## src/rtl/ioi_pkg.sv

```systemverilog
package ioi_pkg;
  typedef enum logic [1:0] {
    HZ_NONE = 2'd0,
    HZ_REG  = 2'd1,
    HZ_RES  = 2'd2,
    HZ_WB   = 2'd3
  } hazard_e;
endpackage

```

## src/rtl/ioi_downcnt.sv

```systemverilog
// Saturating down counter. A load stores the value already reduced by the
// end-of-cycle decrement of the loading cycle.
module ioi_downcnt #(
  parameter int W = 5
) (
  input  logic         clk,
  input  logic         rst,
  input  logic         load,
  input  logic [W-1:0] load_val,
  output logic [W-1:0] cnt
);
  always_ff @(posedge clk) begin
    if (rst)
      cnt <= '0;
    else if (load)
      cnt <= (load_val == '0) ? '0 : load_val - 1'b1;
    else if (cnt != '0)
      cnt <= cnt - 1'b1;
  end
endmodule

```

## src/rtl/ioi_carry.sv

```systemverilog
// Start-of-cycle slot accounting for micro-ops owed by a spilled instruction.
module ioi_carry #(
  parameter int ISSUE_W = 4,
  parameter int UOP_W   = 4,
  localparam int BW_W   = $clog2(ISSUE_W + 1)
) (
  input  logic [UOP_W-1:0] carry_left,
  input  logic             carry_eg,
  output logic [BW_W-1:0]  bw_after,
  output logic [BW_W-1:0]  used,
  output logic [UOP_W-1:0] left_next
);
  localparam logic [UOP_W-1:0] WIDE_U = UOP_W'(ISSUE_W);
  localparam logic [BW_W-1:0]  WIDE_B = BW_W'(ISSUE_W);

  always_comb begin
    if (carry_left == '0) begin
      bw_after  = WIDE_B;
      used      = '0;
      left_next = '0;
    end else if (carry_left > WIDE_U) begin
      bw_after  = '0;
      used      = WIDE_B;
      left_next = carry_left - WIDE_U;
    end else begin
      used      = BW_W'(carry_left);
      bw_after  = carry_eg ? '0 : WIDE_B - BW_W'(carry_left);
      left_next = '0;
    end
  end
endmodule

```

## src/rtl/ioi_hazard.sv

```systemverilog
// Stall length for the candidate, in fixed priority order.
module ioi_hazard
  import ioi_pkg::*;
#(
  parameter int CNT_W = 5
) (
  input  logic [CNT_W-1:0] reg_stall,
  input  logic             res_busy,
  input  logic             ooo_ret,
  input  logic [CNT_W-1:0] wb_first,
  input  logic [CNT_W-1:0] lwb_cur,
  output logic [CNT_W-1:0] stall_amt,
  output hazard_e          kind
);
  always_comb begin
    if (reg_stall != '0) begin
      stall_amt = reg_stall;
      kind      = HZ_REG;
    end else if (res_busy) begin
      stall_amt = CNT_W'(1);
      kind      = HZ_RES;
    end else if (!ooo_ret && (lwb_cur > wb_first)) begin
      stall_amt = lwb_cur - wb_first;
      kind      = HZ_WB;
    end else begin
      stall_amt = '0;
      kind      = HZ_NONE;
    end
  end
endmodule

```

## src/rtl/ioi_issue_ctrl.sv

```systemverilog
module ioi_issue_ctrl
  import ioi_pkg::*;
#(
  parameter int ISSUE_W = 4,
  parameter int UOP_W   = 4,
  parameter int CNT_W   = 5
) (
  input  logic                         clk,
  input  logic                         rst,
  input  logic                         in_valid,
  output logic                         in_ready,
  input  logic [UOP_W-1:0]             in_uops,
  input  logic                         in_begin_grp,
  input  logic                         in_end_grp,
  input  logic                         in_ooo_ret,
  input  logic [CNT_W-1:0]             in_wb_first,
  input  logic [CNT_W-1:0]             in_wb_last,
  input  logic [CNT_W-1:0]             in_reg_stall,
  input  logic                         in_res_busy,
  output logic                         o_issue,
  output logic [$clog2(ISSUE_W+1)-1:0] o_bw_left,
  output logic [$clog2(ISSUE_W+1)-1:0] o_uops_used,
  output logic                         o_stalled
);
  localparam int BW_W = $clog2(ISSUE_W + 1);
  localparam logic [UOP_W-1:0] WIDE_U = UOP_W'(ISSUE_W);

  logic [UOP_W-1:0] carry_q, carry_d, carry_nx;
  logic             carry_eg_q, carry_eg_d;
  logic             held_q, held_d;
  logic [BW_W-1:0]  bw_c, used_c, bw_out, used_out;
  logic [CNT_W-1:0] stall_cnt, lwb_cnt, stall_amt;
  hazard_e          hz_kind;
  logic             held_wait, can_try, oversize, fits, bg_ok;
  logic             eligible, stall_now, issue;

  ioi_carry #(.ISSUE_W(ISSUE_W), .UOP_W(UOP_W)) u_carry (
    .carry_left(carry_q),
    .carry_eg  (carry_eg_q),
    .bw_after  (bw_c),
    .used      (used_c),
    .left_next (carry_nx)
  );

  ioi_hazard #(.CNT_W(CNT_W)) u_hazard (
    .reg_stall(in_reg_stall),
    .res_busy (in_res_busy),
    .ooo_ret  (in_ooo_ret),
    .wb_first (in_wb_first),
    .lwb_cur  (lwb_cnt),
    .stall_amt(stall_amt),
    .kind     (hz_kind)
  );

  ioi_downcnt #(.W(CNT_W)) u_stall_cnt (
    .clk     (clk),
    .rst     (rst),
    .load    (stall_now),
    .load_val(stall_amt),
    .cnt     (stall_cnt)
  );

  ioi_downcnt #(.W(CNT_W)) u_lwb_cnt (
    .clk     (clk),
    .rst     (rst),
    .load    (issue && !in_ooo_ret),
    .load_val(in_wb_last),
    .cnt     (lwb_cnt)
  );

  // Candidate qualification
  assign held_wait = held_q && (stall_cnt != '0);
  assign can_try   = in_valid && !held_wait && (carry_nx == '0);
  assign oversize  = in_uops > WIDE_U;
  assign fits      = oversize || (in_uops <= UOP_W'(bw_c));
  assign bg_ok     = !in_begin_grp || (used_c == '0);
  assign eligible  = can_try && fits && bg_ok;
  assign stall_now = eligible && (hz_kind != HZ_NONE);
  assign issue     = eligible && (hz_kind == HZ_NONE);

  // Slot bookkeeping for the rest of the cycle
  always_comb begin
    bw_out     = bw_c;
    used_out   = used_c;
    carry_d    = carry_nx;
    carry_eg_d = (carry_nx != '0) ? carry_eg_q : 1'b0;
    if (held_wait || stall_now)
      bw_out = '0;
    if (issue) begin
      if (in_uops > UOP_W'(bw_c)) begin
        carry_d    = in_uops - UOP_W'(bw_c);
        carry_eg_d = in_end_grp;
        used_out   = used_c + bw_c;
        bw_out     = '0;
      end else begin
        used_out = used_c + BW_W'(in_uops);
        bw_out   = in_end_grp ? '0 : bw_c - BW_W'(in_uops);
      end
    end
  end

  always_comb begin
    held_d = held_q;
    if (issue)
      held_d = 1'b0;
    else if (stall_now)
      held_d = 1'b1;
  end

  always_ff @(posedge clk) begin
    if (rst) begin
      carry_q    <= '0;
      carry_eg_q <= 1'b0;
      held_q     <= 1'b0;
    end else begin
      carry_q    <= carry_d;
      carry_eg_q <= carry_eg_d;
      held_q     <= held_d;
    end
  end

  assign in_ready    = issue;
  assign o_issue     = issue;
  assign o_bw_left   = bw_out;
  assign o_uops_used = used_out;
  assign o_stalled   = held_q;
endmodule

```

## config.mk

```make
export PLATFORM = sky130hd
export DESIGN_NAME = ioi_issue_ctrl
export DESIGN_NICKNAME = d
export VERILOG_FILES = /design/src/rtl/ioi_pkg.sv /design/src/rtl/ioi_downcnt.sv /design/src/rtl/ioi_carry.sv /design/src/rtl/ioi_hazard.sv /design/src/rtl/ioi_issue_ctrl.sv
export SDC_FILE = /design/constraint.sdc
export NUM_CORES = 1
export LEC_CHECK = 0
export ABC_AREA = 1
export CORE_UTILIZATION = 38
export CTS_CLUSTER_DIAMETER = 80
export CTS_CLUSTER_SIZE = 24
export DETAILED_ROUTE_END_ITERATION = 16
export DONT_BUFFER_PORTS = 1
export PLACE_DENSITY_LB_ADDON = 0.15
export SYNTH_ARGS = -nofsm -noshare
export SYNTH_HDL_FRONTEND = slang
export SYNTH_SLANG_ARGS = --single-unit
```

## constraint.sdc

```tcl
create_clock -name clk -period 3.4 [get_ports clk]
set_input_delay 0.68 -clock clk [delete_from_list [all_inputs] [get_ports clk]]
set_output_delay 0.68 -clock clk [all_outputs]
set_load 0.01 [all_outputs]
```

==> results by group, run 1 <==
Clock tree
  • H-Tree Depth: 1
  • CTS tree: done
  • Clk_lat worst skew: 0.25 ns
  • CTS Hold Buffers Added: 0
  • CTS buffer count: 3
  • Clock root cell: clkbuf_8
  • Clock transition at path regs: 0.07 ns
  • CTS Buffer Depth: 2
  • Clock Sinks: 16

Synthesis
  • Post-synth top area share: 15.7%
  • Yosys Warn Count: 0
  • Synth top area cells: dfxtp_1 (16%), nand2_1 (13%), inv_1 (10%)
  • Main synth FF type: dfxtp_1
  • Post-synth top area cell: dfxtp_1
  • Count of cell types in the netlist: 36
  • Mapped Cells: 305
  • Mean Syn Cell Area: 6.69 sq um
  • #FFs+latches synth: 16
  • Number of synthesized flops with an enable pin: 0
  • Synthesized cell area: 2040 sq um
  • Ys async rst share: 0%
  • Post-synth net total: 351
  • Register area share after synthesis: 15.7%

STA
  • Final setup viols: 2
  • Final worst slack: -0.271 ns
  • Fmax achieved: 0.272 GHz
  • Period utilisation layout: 108%
  • Clock Skew: 0.00253 ns
  • Hold slack: 0.488 ns
  • RSZ-0062 raised after global routing: yes
  • Final Max Slew Viols: 0
  • Final min period: 3.67 ns
  • Actual slew at the worst max-slew pin: 0.387 ns
  • Worst rel slew slack: 74.1%
  • Final Hold Vio Count: 0

Detailed routing
  • Drt total wl: 5000 microns
  • Post-DRT Antenna Nets: 0
  • Routed length per instance: 12.0 microns
  • First-pass DRT Iterations: 4
  • # DRC: 0
  • Vias per std cell: 4.78
  • Via count: 1999
  • DRT iter0 DRCs: 92

Hold path
  • Hold depth: 1
  • Min-delay worst type: input port to flop

Place
  • Placer congestion estimate: 0.899
  • Port bufs: 0
  • DP HPWL: 3960 microns
  • Area after DPL: 2320 sq um

Cells and area
  • Diode count: 0
  • Area grow syn2layout: 28.0%
  • NumNets Final: 395
  • Layout cells sized above 1: 31.3%
  • Fin area: 2610 sq um
  • Post-layout util: 50.9%

Critical path
  • CP startpoint kind: flop
  • Crit Path Class: flop to primary output
  • WP data required: 2.72 ns
  • Crit path max fanout: 4
  • Crit. End Element: primary output
  • Worst R2R Path Depth: 21
  • WP data arrival: 2.99 ns

Floorplan
  • Die height: 75.3 microns
  • Row count: 26
  • I/O pins: 35
  • Total core area: 5140 sq um
  • Starting Density: 39.7%
  • DIE AREA: 5670 sq um
  • Die X: 75.3 microns

Status
  • Failing checks: setup timing
  • Status: finished, violations left

Power
  • Leakage power: 1.30 nW
  • Total power: 0.997 mW
  • Pwr Density: 381 nW/um^2
  • Peak VDD IR: 0.411 mV

Global routing
  • Grt ovf: 0
  • Global-route wire length before repair: 8060 microns
  • Initial antenna violation count: 0
  • Vias in the first global route: 1847
  • Largest net degree at the start of global routing: 11
  • GRT Util Overall: 18.7%

Run
  • Max cap viols: 0
Yosys cell counts, types with 2 or more instances:
master	n
nor2_4	3
nand3_2	4
nand3b_1	4
o21ai_0	10
ha_1	16
nand2_4	3
o31ai_2	2
nand3_1	22
or2_2	3
o21ai_1	2
fa_1	4
a21oi_1	18
xor2_1	6
nor2_2	2
nand2_2	3
nand2_1	68
nor2_1	28
inv_1	56
inv_2	4
nand3_4	6
o21ai_2	2
dfxtp_1	16
nand4_1	7
a31oi_1	4
path summary, 6_finish.rpt:
kind / slack (ns) / to / from
max reg2reg: 0.68 / u_lwb_cnt.cnt[4] / carry_q[0]
max: -0.27 / o_uops_used[2] / carry_q[1]
min: 0.49 / u_stall_cnt.cnt[4] / rst
min reg2reg: 0.55 / u_stall_cnt.cnt[4] / u_stall_cnt.cnt[4]
area by class of cell:
type                    count  area, sq um
repair buffers             41          315
flip-flops and latches     16          323
multi-input cells         227         1600
well taps                  70         87.6
inverters                  60          230
clock buffers               4         55.1
fillers                   544         2530
registers in the layout, summed over array words and instances, names as in the netlist:
| signal | flops |
|---|---|
| u_lwb_cnt.cnt | 5 |
| carry_eg_q | 1 |
| u_stall_cnt.cnt | 5 |
| o_stalled | 1 |
| carry_q | 4 |
what timing repair did:
action	CTS	global route
pin swaps	7	8
setup endpoints to repair	3	8
hold endpoints to repair	0	0
gates cloned	0	1
resized for setup	8	11
setup buffers	7	14
layer usage:
metal	global-route usage, %	vias up	wire, microns
met1	22.8	907	2330
met2	35.3	28	2510
met3	3.44	2	140
met4	1.85	0	14
li1	-	1062	-
met5	0	-	0
worst max-delay path: stages (launching register included):
cell and delay, ns:
dfxtp_2 0.33, inv_4 0.07, ha_4 0.13, inv_2 0.04, a21oi_2 0.13, nand2_1 0.07, nor2_2 0.10, ha_2 0.21
fa_2 0.22, inv_2 0.05, nand3_4 0.08, nand2_4 0.06, a21oi_4 0.18, nand2_1 0.09, o21ai_2 0.06, ha_2 0.18
inv_2 0.03, fa_2 0.34, inv_1 0.06, nand2_1 0.06, nand3_1 0.07, nand2_1 0.05, nand2_1 0.07, inv_2 0.05
metrics by stage:
stage / setup slack (ns) / TNS, ns / std cells
2_1_floorplan: -0.0621 / -0.0793 / 305
3_3_place_gp: -0.0318 / -0.0318 / 393
4_1_cts: -0.281 / -0.473 / 404
5_1_grt: -0.476 / -1.00 / 418
3_5_place_dp: -0.104 / -0.134 / 393
6_report: -0.271 / -0.456 / 418
report_power, final:
part	total, mW	internal [mW]	leakage (nW)	switching [mW]
Sequential	0.277	0.235	0.132	0.0417
Clock	0.172	0.103	0.0288	0.0691
Combinational	0.548	0.229	1.14	0.320
placed cells by master, fill, tap and decap left out, drive strengths merged:
cell type / count
inv: 60
xor2: 6
nand3: 32
a21boi: 1
nand3b: 4
nand4: 7
o31ai: 2
o2111ai: 1
nand2: 75
clkbuf: 4
buf: 41
dfxtp: 16
nor3: 2
nor2: 35
o21ai: 14
ha: 16
or2: 3
mux2i: 1
fa: 4
a21oi: 19
xnor2: 1
a31oi: 4
kinds of logic after synthesis:
family	Yosys count	synth area share [%]
AOI/OAI and AO/OA	41	12.7
xor gates and xnor gates	7	3.00
adders and majority gates	20	13.7
buffers and inverters	63	12.1
DFF	16	15.7
muxes	1	0.490
and+or+nand+nor	157	42.2
Note: power is estimated with default switching activity, not from simulation.
==> run 2, diff against run 1 <==
--- a/config.mk
+++ b/config.mk
@@ -6,7 +6,7 @@
 export NUM_CORES = 1
 export LEC_CHECK = 0
 export ABC_AREA = 1
-export CORE_UTILIZATION = 38
+export CORE_UTILIZATION = 35
 export CTS_CLUSTER_DIAMETER = 80
 export CTS_CLUSTER_SIZE = 24
 export DETAILED_ROUTE_END_ITERATION = 16
==> constraint.sdc (replaced) <==
create_clock -name clk -period 3.4 [get_ports clk]
set_input_delay 0.17 -clock clk [delete_from_list [all_inputs] [get_ports clk]]
set_output_delay 0.17 -clock clk [all_outputs]
set_load 0.01 [all_outputs]
==> run 2 against run 1 <==
Net effect:
- sequential power down 2%
- critical endpoint unchanged
- fmax up 13%
- wire length down 7.4%
- the flow now finishes without violations
- design area down 10%
==> results by group, run 2 (synthesis results as in run 1) <==
Status
  • Status: finished, final reports clean (was finished, violations left)

Detailed routing
  • # DRC: 0 (unchanged)
  • Vias per std cell: 4.71 (was 4.78)
  • Routed length per instance: 11.9 microns (was 12.0 microns)
  • Post-DRT Antenna Nets: 0 (unchanged)
  • First-pass DRT Iterations: 4 (unchanged)
  • Via count: 1837 (was 1999)
  • DRT iter0 DRCs: 86 (was 92)
  • Drt total wl: 4630 microns (was 5000 microns)

Floorplan
  • Starting Density: 36.6% (was 39.7%)
  • Total core area: 5570 sq um (was 5140 sq um)
  • DIE AREA: 6140 sq um (was 5670 sq um)
  • Row count: 27 (was 26)
  • Die X: 78.4 microns (was 75.3 microns)
  • I/O pins: 35 (unchanged)
  • Die height: 78.4 microns (was 75.3 microns)

Cells and area
  • Number of fill cells: 612 (was 544)
  • Most frequent cells in the layout: nand2_1 (64), inv_1 (49), nor2_1 (27) (was nand2_1 (65), inv_1 (49), buf_4 (39))
  • Layout cells sized above 1: 23.6% (was 31.3%)
  • Post-layout util: 42.2% (was 50.9%)
  • NumNets Final: 366 (was 395)
  • Area grow syn2layout: 15.1% (was 28.0%)
  • Diode count: 0 (unchanged)
  • Regs by FF count: u_lwb_cnt.cnt (5), u_stall_cnt.cnt (5), carry_q (4) (unchanged)
  • Final Instance Count excl. Fillers: 390 (was 418)
  • Commonest non-fill, non-tap cell in the layout: nand2_1 (unchanged)

Clock tree
  • Clock root cell: clkbuf_8 (unchanged)
  • CTS Buffer Depth: 2 (unchanged)
  • Clock transition at path regs: 0.07 ns (about the same)
  • CTS buffer count: 3 (unchanged)
  • CTS tree: done (unchanged)
  • Clock Sinks: 16 (unchanged)
  • Clk_lat worst skew: 0.25 ns (about the same)
  • H-Tree Depth: 1 (unchanged)

Critical path
  • Critical Path Most Common Cell: inv_2 (was nand2_1)
  • CP endpoint: o_uops_used[2] (unchanged)
  • RR Endpoint: carry_q[1] (was u_lwb_cnt.cnt[4])
  • Crit. End Element: primary output (unchanged)
  • WP data required: 3.23 ns (was 2.72 ns)
  • FF-to-FF setup slack: 0.95 ns (was 0.68 ns)
  • Worst R2R Path Depth: 16 (was 21)
  • Crit Path Class: flop to primary output (unchanged)
  • Worst stage delay on the critical path: 0.36 ns (was 0.34 ns)
  • WP data arrival: 3.08 ns (was 2.99 ns)
  • Crit path max fanout: 5 (was 4)
  • Slowest-stage cell, CP: dfxtp_4 (was fa_2)
  • Worst R2R Start: carry_q[1] (was carry_q[0])
  • Worst-path cell chain: clkinv_4 > ha_4 > inv_4 > a21oi_4 > nand2_2 > nor2_4 > ha_4 > fa_2 > inv_2 > nand3_4 > nand2_4 > a21oi_4 > nand2_1 > o21ai_1 > ha_2 > inv_2 > fa_2 > inv_2 > nand2_2 > nand3_2 > nand2_1 > nand2_1 > inv_2 (was inv_4 > ha_4 > inv_2 > a21oi_2 > nand2_1 > nor2_2 > ha_2 > fa_2 > inv_2 > nand3_4 > nand2_4 > a21oi_4 > nand2_1 > o21ai_2 > ha_2 > inv_2 > fa_2 > inv_1 > nand2_1 > nand3_1 > nand2_1 > nand2_1 > inv_2)
  • Critical path startpoint: carry_q[1] (unchanged)
  • CP startpoint kind: flop (unchanged)

Place
  • Port bufs: 0 (unchanged)
  • Placer congestion estimate: 0.851 (was 0.899)
  • Placed Cells: 379 (was 393)
  • DP HPWL: 3730 microns (was 3960 microns)

STA
  • RSZ-0062 raised after global routing: yes (unchanged)
  • Period utilisation layout: 95.5% (was 108%)
  • Clock Skew: 0.00661 ns (was 0.00253 ns)
  • Final Hold Vio Count: 0 (unchanged)
  • Actual slew at the worst max-slew pin: 0.491 ns (was 0.387 ns)
  • Worst rel slew slack: 67.2% (was 74.1%)
  • Final setup viols: 0 (was 2)
  • Final Max Slew Viols: 0 (unchanged)
  • Fmax achieved: 0.308 GHz (was 0.272 GHz)
  • Final min period: 3.25 ns (was 3.67 ns)

Hold path
  • HP Start: in_end_grp (was rst)
  • Min-delay worst type: input port to flop (unchanged)

Power
  • Pwr Density: 401 nW/um^2 (was 381 nW/um^2)
  • Gate power share: 55.9% (was 55.0%)
  • Sequential share of power: 28.8% (was 27.8%)
  • Switching share of power: 44.0% (was 43.2%)
  • Peak VDD IR: 0.320 mV (was 0.411 mV)
  • Sw Pwr: 0.414 mW (was 0.430 mW)
  • Internal power: 0.528 mW (was 0.566 mW)
  • Leakage power: 1.16 nW (was 1.30 nW)
  • Power share of the clock group: 15.3% (was 17.2%)

Global routing
  • Grt ovf: 0 (unchanged)
  • Vias in the first global route: 1716 (was 1847)
  • Global-route wire length before repair: 7730 microns (was 8060 microns)
  • Largest net degree at the start of global routing: 14 (was 11)
  • Initial antenna violation count: 0 (unchanged)
  • GRT Util Overall: 15.8% (was 18.7%)

Run
  • Max cap viols: 0 (unchanged)
run 2: cell count changes in the layout (fill, tap and decap cells not counted), sizes merged:
cell | before | now
inv | 60 | 59
buf | 41 | 12
nor2 | 35 | 34
clkbuf | 4 | 3
clkinv | 0 | 1
dlygate4sd3 | 0 | 1
run 2: per-stage QoR:
| stage | power (mW) | hold WS (ns) | cell area, sq um | setup WS (ns) | TNS, ns |
|---|---|---|---|---|---|
| 2_1_floorplan | 0.708 | 0.313 | 2040 | 0.258 | 0 |
| 4_1_cts | 0.950 | 0.0754 | 2220 | 0.0460 | 0 |
| 6_report | 0.941 | 0.0778 | 2350 | 0.153 | 0 |
| 5_1_grt | 1.05 | 0.0871 | 2350 | -0.0287 | -0.0287 |
| 3_3_place_gp | 0.799 | 0.242 | 2150 | 0.160 | 0 |
| 3_5_place_dp | 0.799 | 0.243 | 2150 | 0.106 | 0 |
run 2: layer usage:
layer / share of wire (%) / GRT usage [%] / vias up
met1: 51 / 21.2 / 812
met3: 3.1 / 3.26 / 2
li1: - / - / 995
met2: 46 / 26.5 / 28
met5: 0 / 0 / -
met4: 0.32 / 2.22 / 0
run 2: timing repair:
item                       in CTS  in global routing
pin swaps                       1                 12
hold buffers                    1                  0
hold endpoints to repair        7                  0
gates resized for setup        12                 23
setup endpoints to repair       2                  2
buffers inserted                0                  7
run 2: how the worst min path moves through the flow:
stage                         endpoint  cells after the start
detailed placement  u_stall_cnt.cnt[4]                      1
global route                carry_eg_q                      2
finish                      carry_eg_q                      2
global placement      u_lwb_cnt.cnt[1]                      1
CTS                         carry_eg_q                      2
floorplan                   carry_eg_q                      2
run 2: worst max-delay path, delay by kind of cell (launching register included):
family          cells  cell delay [ns]
flops               1             0.36
fa+ha+maj           5             1.05
buf+inv             6             0.29
compound gates      3             0.41
simple gates        9             0.70
run 2: area by class of cell:
cell class / instances / area [sq um] / area share, %
tap: 72 / 90.1 / 3.83
timing repair buffer: 13 / 100 / 4.26
clock buffer: 3 / 41.3 / 1.76
inverter: 60 / 233 / 9.90
multi-input combinational: 226 / 1560 / 66.4
sequential: 16 / 325 / 13.8
run 2: power by group through the flow:
| stage | combinational (mW) | sequential (mW) | clock (mW) |
|---|---|---|---|
| 6_report | 0.526 | 0.271 | 0.144 |
| 3_3_place_gp | 0.522 | 0.278 | 0 |
| 5_1_grt | 0.620 | 0.279 | 0.155 |
| 4_1_cts | 0.528 | 0.273 | 0.149 |
| 2_1_floorplan | 0.440 | 0.268 | 0 |
| 3_5_place_dp | 0.521 | 0.278 | 0 |
==> run 3, diff against run 2 <==
--- a/config.mk
+++ b/config.mk
@@ -6,7 +6,10 @@
 export NUM_CORES = 1
 export LEC_CHECK = 0
 export ABC_AREA = 1
+export CELL_PAD_IN_SITES_DETAIL_PLACEMENT = 0
+export CELL_PAD_IN_SITES_GLOBAL_PLACEMENT = 1
 export CORE_UTILIZATION = 35
+export CTS_BUF_LIST = sky130_fd_sc_hd__clkbuf_4 sky130_fd_sc_hd__clkbuf_8
 export CTS_CLUSTER_DIAMETER = 80
 export CTS_CLUSTER_SIZE = 24
 export DETAILED_ROUTE_END_ITERATION = 16
==> run 3 against run 2 <==
Net effect:
- largest cell class unchanged
- fmax is 0.77% lower
- clock skew shrank 0.0023 ns
- via count grew 1.6%
- clock power shrank 3%
- design area rose by 1.7%
- flip-flop and latch count unchanged
- first-iteration DRC count fell by 44%
- sequential share of layout area down 0.23 points
- critical endpoint unchanged
- wire length increased by 2.5%
- utilization grew 0.72 points
- global-route usage grew 0.39 points
==> results by group, run 3 (synthesis results as in run 1) <==
Clock tree
  • Clock Sinks: 16 (unchanged)
  • CTS tree: done (unchanged)
  • Clock root cell: clkbuf_8 (unchanged)
  • Clk_lat worst skew: 0.25 ns (about the same)
  • Clock transition at path regs: 0.06 ns (was 0.07 ns)
  • CTS buffer count: 3 (unchanged)
  • CTS Buffer Depth: 2 (unchanged)
  • H-Tree Depth: 1 (unchanged)

Cells and area
  • Post-layout util: 42.9% (was 42.2%)
  • Layout cells sized above 1: 25.5% (was 23.6%)
  • Diode count: 0 (unchanged)
  • Most frequent cells in the layout: nand2_1 (66), inv_1 (51), nor2_1 (27) (was nand2_1 (64), inv_1 (49), nor2_1 (27))
  • Fin area: 2390 sq um (was 2350 sq um)
  • NumNets Final: 374 (was 366)
  • Area grow syn2layout: 17.0% (was 15.1%)
  • Commonest non-fill, non-tap cell in the layout: nand2_1 (unchanged)
  • Regs by FF count: u_lwb_cnt.cnt (5), u_stall_cnt.cnt (5), carry_q (4) (unchanged)
  • Number of fill cells: 592 (was 612)

Hold path
  • HP Start: in_end_grp (unchanged)
  • Min-delay worst type: input port to flop (unchanged)

Floorplan
  • Total core area: 5570 sq um (unchanged)
  • Row count: 27 (unchanged)
  • DIE AREA: 6140 sq um (unchanged)
  • Die X: 78.4 microns (unchanged)
  • Starting Density: 36.6% (unchanged)
  • I/O pins: 35 (unchanged)
  • Die height: 78.4 microns (unchanged)

Critical path
  • Crit Path Class: flop to primary output (unchanged)
  • Worst R2R Start: carry_q[0] (was carry_q[1])
  • CP startpoint kind: flop (unchanged)
  • Crit. End Element: primary output (unchanged)
  • WP data required: 3.23 ns (about the same)
  • FF-to-FF setup slack: 0.88 ns (was 0.95 ns)
  • WP data arrival: 3.10 ns (was 3.08 ns)
  • Critical path startpoint: carry_q[0] (was carry_q[1])
  • Crit path max fanout: 5 (unchanged)

Place
  • Port bufs: 0 (unchanged)
  • Placer congestion estimate: 0.781 (was 0.851)
  • Dpl ws: 0.0543 ns (was 0.106 ns)
  • Area after DPL: 2140 sq um (was 2150 sq um)
  • DP HPWL: 3790 microns (was 3730 microns)

Detailed routing
  • Metal1 wirelength: 2310 microns (was 2340 microns)
  • Vias per std cell: 4.69 (was 4.71)
  • Met2 wire len: 2220 microns (was 2130 microns)
  • WL met3: 179 microns (was 144 microns)
  • DRT iter0 DRCs: 48 (was 86)
  • # DRC: 0 (unchanged)
  • Via count: 1866 (was 1837)
  • First-pass DRT Iterations: 4 (unchanged)
  • Routed length per instance: 11.9 microns (about the same)
  • Post-DRT Antenna Nets: 0 (unchanged)
  • Drt total wl: 4740 microns (was 4630 microns)
  • Max layer used: met4 (unchanged)

Global routing
  • GRT Util Overall: 16.2% (was 15.8%)
  • Largest net degree at the start of global routing: 14 (unchanged)
  • Vias in the first global route: 1744 (was 1716)
  • Initial antenna violation count: 0 (unchanged)
  • Global-route wire length before repair: 7880 microns (was 7730 microns)
  • Grt ovf: 0 (unchanged)

Power
  • Total power: 0.947 mW (was 0.941 mW)
  • Peak VDD IR: 0.231 mV (was 0.320 mV)
  • Pwr Density: 396 nW/um^2 (was 401 nW/um^2)
  • Leakage power: 1.19 nW (was 1.16 nW)

STA
  • Worst rel slew slack: 69.4% (was 67.2%)
  • Final Hold Vio Count: 0 (unchanged)
  • Final Max Slew Viols: 0 (unchanged)
  • Hold slack: 0.0701 ns (was 0.0778 ns)
  • RSZ-0062 raised after global routing: yes (unchanged)
  • Final min period: 3.27 ns (was 3.25 ns)
  • Final setup viols: 0 (unchanged)
  • Fmax achieved: 0.306 GHz (was 0.308 GHz)
  • Actual slew at the worst max-slew pin: 0.458 ns (was 0.491 ns)
  • Final worst slack: 0.128 ns (was 0.153 ns)
  • Clock Skew: 0.00433 ns (was 0.00661 ns)
  • Period utilisation layout: 96.2% (was 95.5%)

Run
  • Max cap viols: 0 (unchanged)

Status
  • Status: finished, final reports clean (unchanged)
==> run 3: area by class of cell <==
| type | count | area (sq um) | area share [%] |
|---|---|---|---|
| repair buffers | 21 | 160 | 6.70 |
| flip-flops and latches | 16 | 325 | 13.6 |
| clock buffers | 3 | 41.3 | 1.73 |
| inverters | 60 | 230 | 9.63 |
| multi-input cells | 226 | 1540 | 64.6 |
| well taps | 72 | 90.1 | 3.77 |
==> run 3: path summary, 6_finish.rpt <==
kind	to	cells past startpoint
setup / recovery	o_uops_used[2]	20
hold / removal	carry_eg_q	2
setup reg to reg	carry_q[2]	16
hold reg to reg	u_stall_cnt.cnt[4]	4
==> run 3: layer usage <==
layer	up-vias	GRT usage, %
li1	1013	-
met1	819	20.8
met2	32	27.4
met3	2	3.14
met4	0	4.63
met5	-	0
==> run 3: timing repair <==
item	CTS	global route
endpoints found under the hold margin	7	0
pin swaps	3	11
resized for setup	12	17
setup buffers	11	5
hold buffers	1	0
endpoints found under the setup margin	2	4
==> run 3: report_power, final <==
group	switching, mW	leakage (nW)	total [mW]	internal [mW]
Combinational	0.317	1.03	0.535	0.219
Clock	0.0609	0.0216	0.139	0.0784
Sequential	0.0379	0.133	0.272	0.234
==> run 3: critical path, stage by stage, from the launching register on <==
cell and delay [ns]:
dfxtp_4 0.35, inv_4 0.06, ha_2 0.20, nand2_4 0.09, nand2_2 0.10, nor2_2 0.05
ha_2 0.18, fa_2 0.35, inv_1 0.07, nand3_2 0.11, nand2_4 0.10, a21oi_4 0.07
buf_4 0.14, nand2_1 0.04, o21ai_0 0.13, fa_2 0.42, nand2_1 0.11, nand3_2 0.07
nand2_1 0.08, nand2_1 0.06, inv_2 0.07
==> run 3: through the flow <==
stage / std cells / TNS [ns]
after global routing: 398 / -0.0872
final: 398 / 0
after floorplan: 305 / 0
after global placement: 378 / 0
after detailed placement: 378 / 0
after CTS: 393 / 0
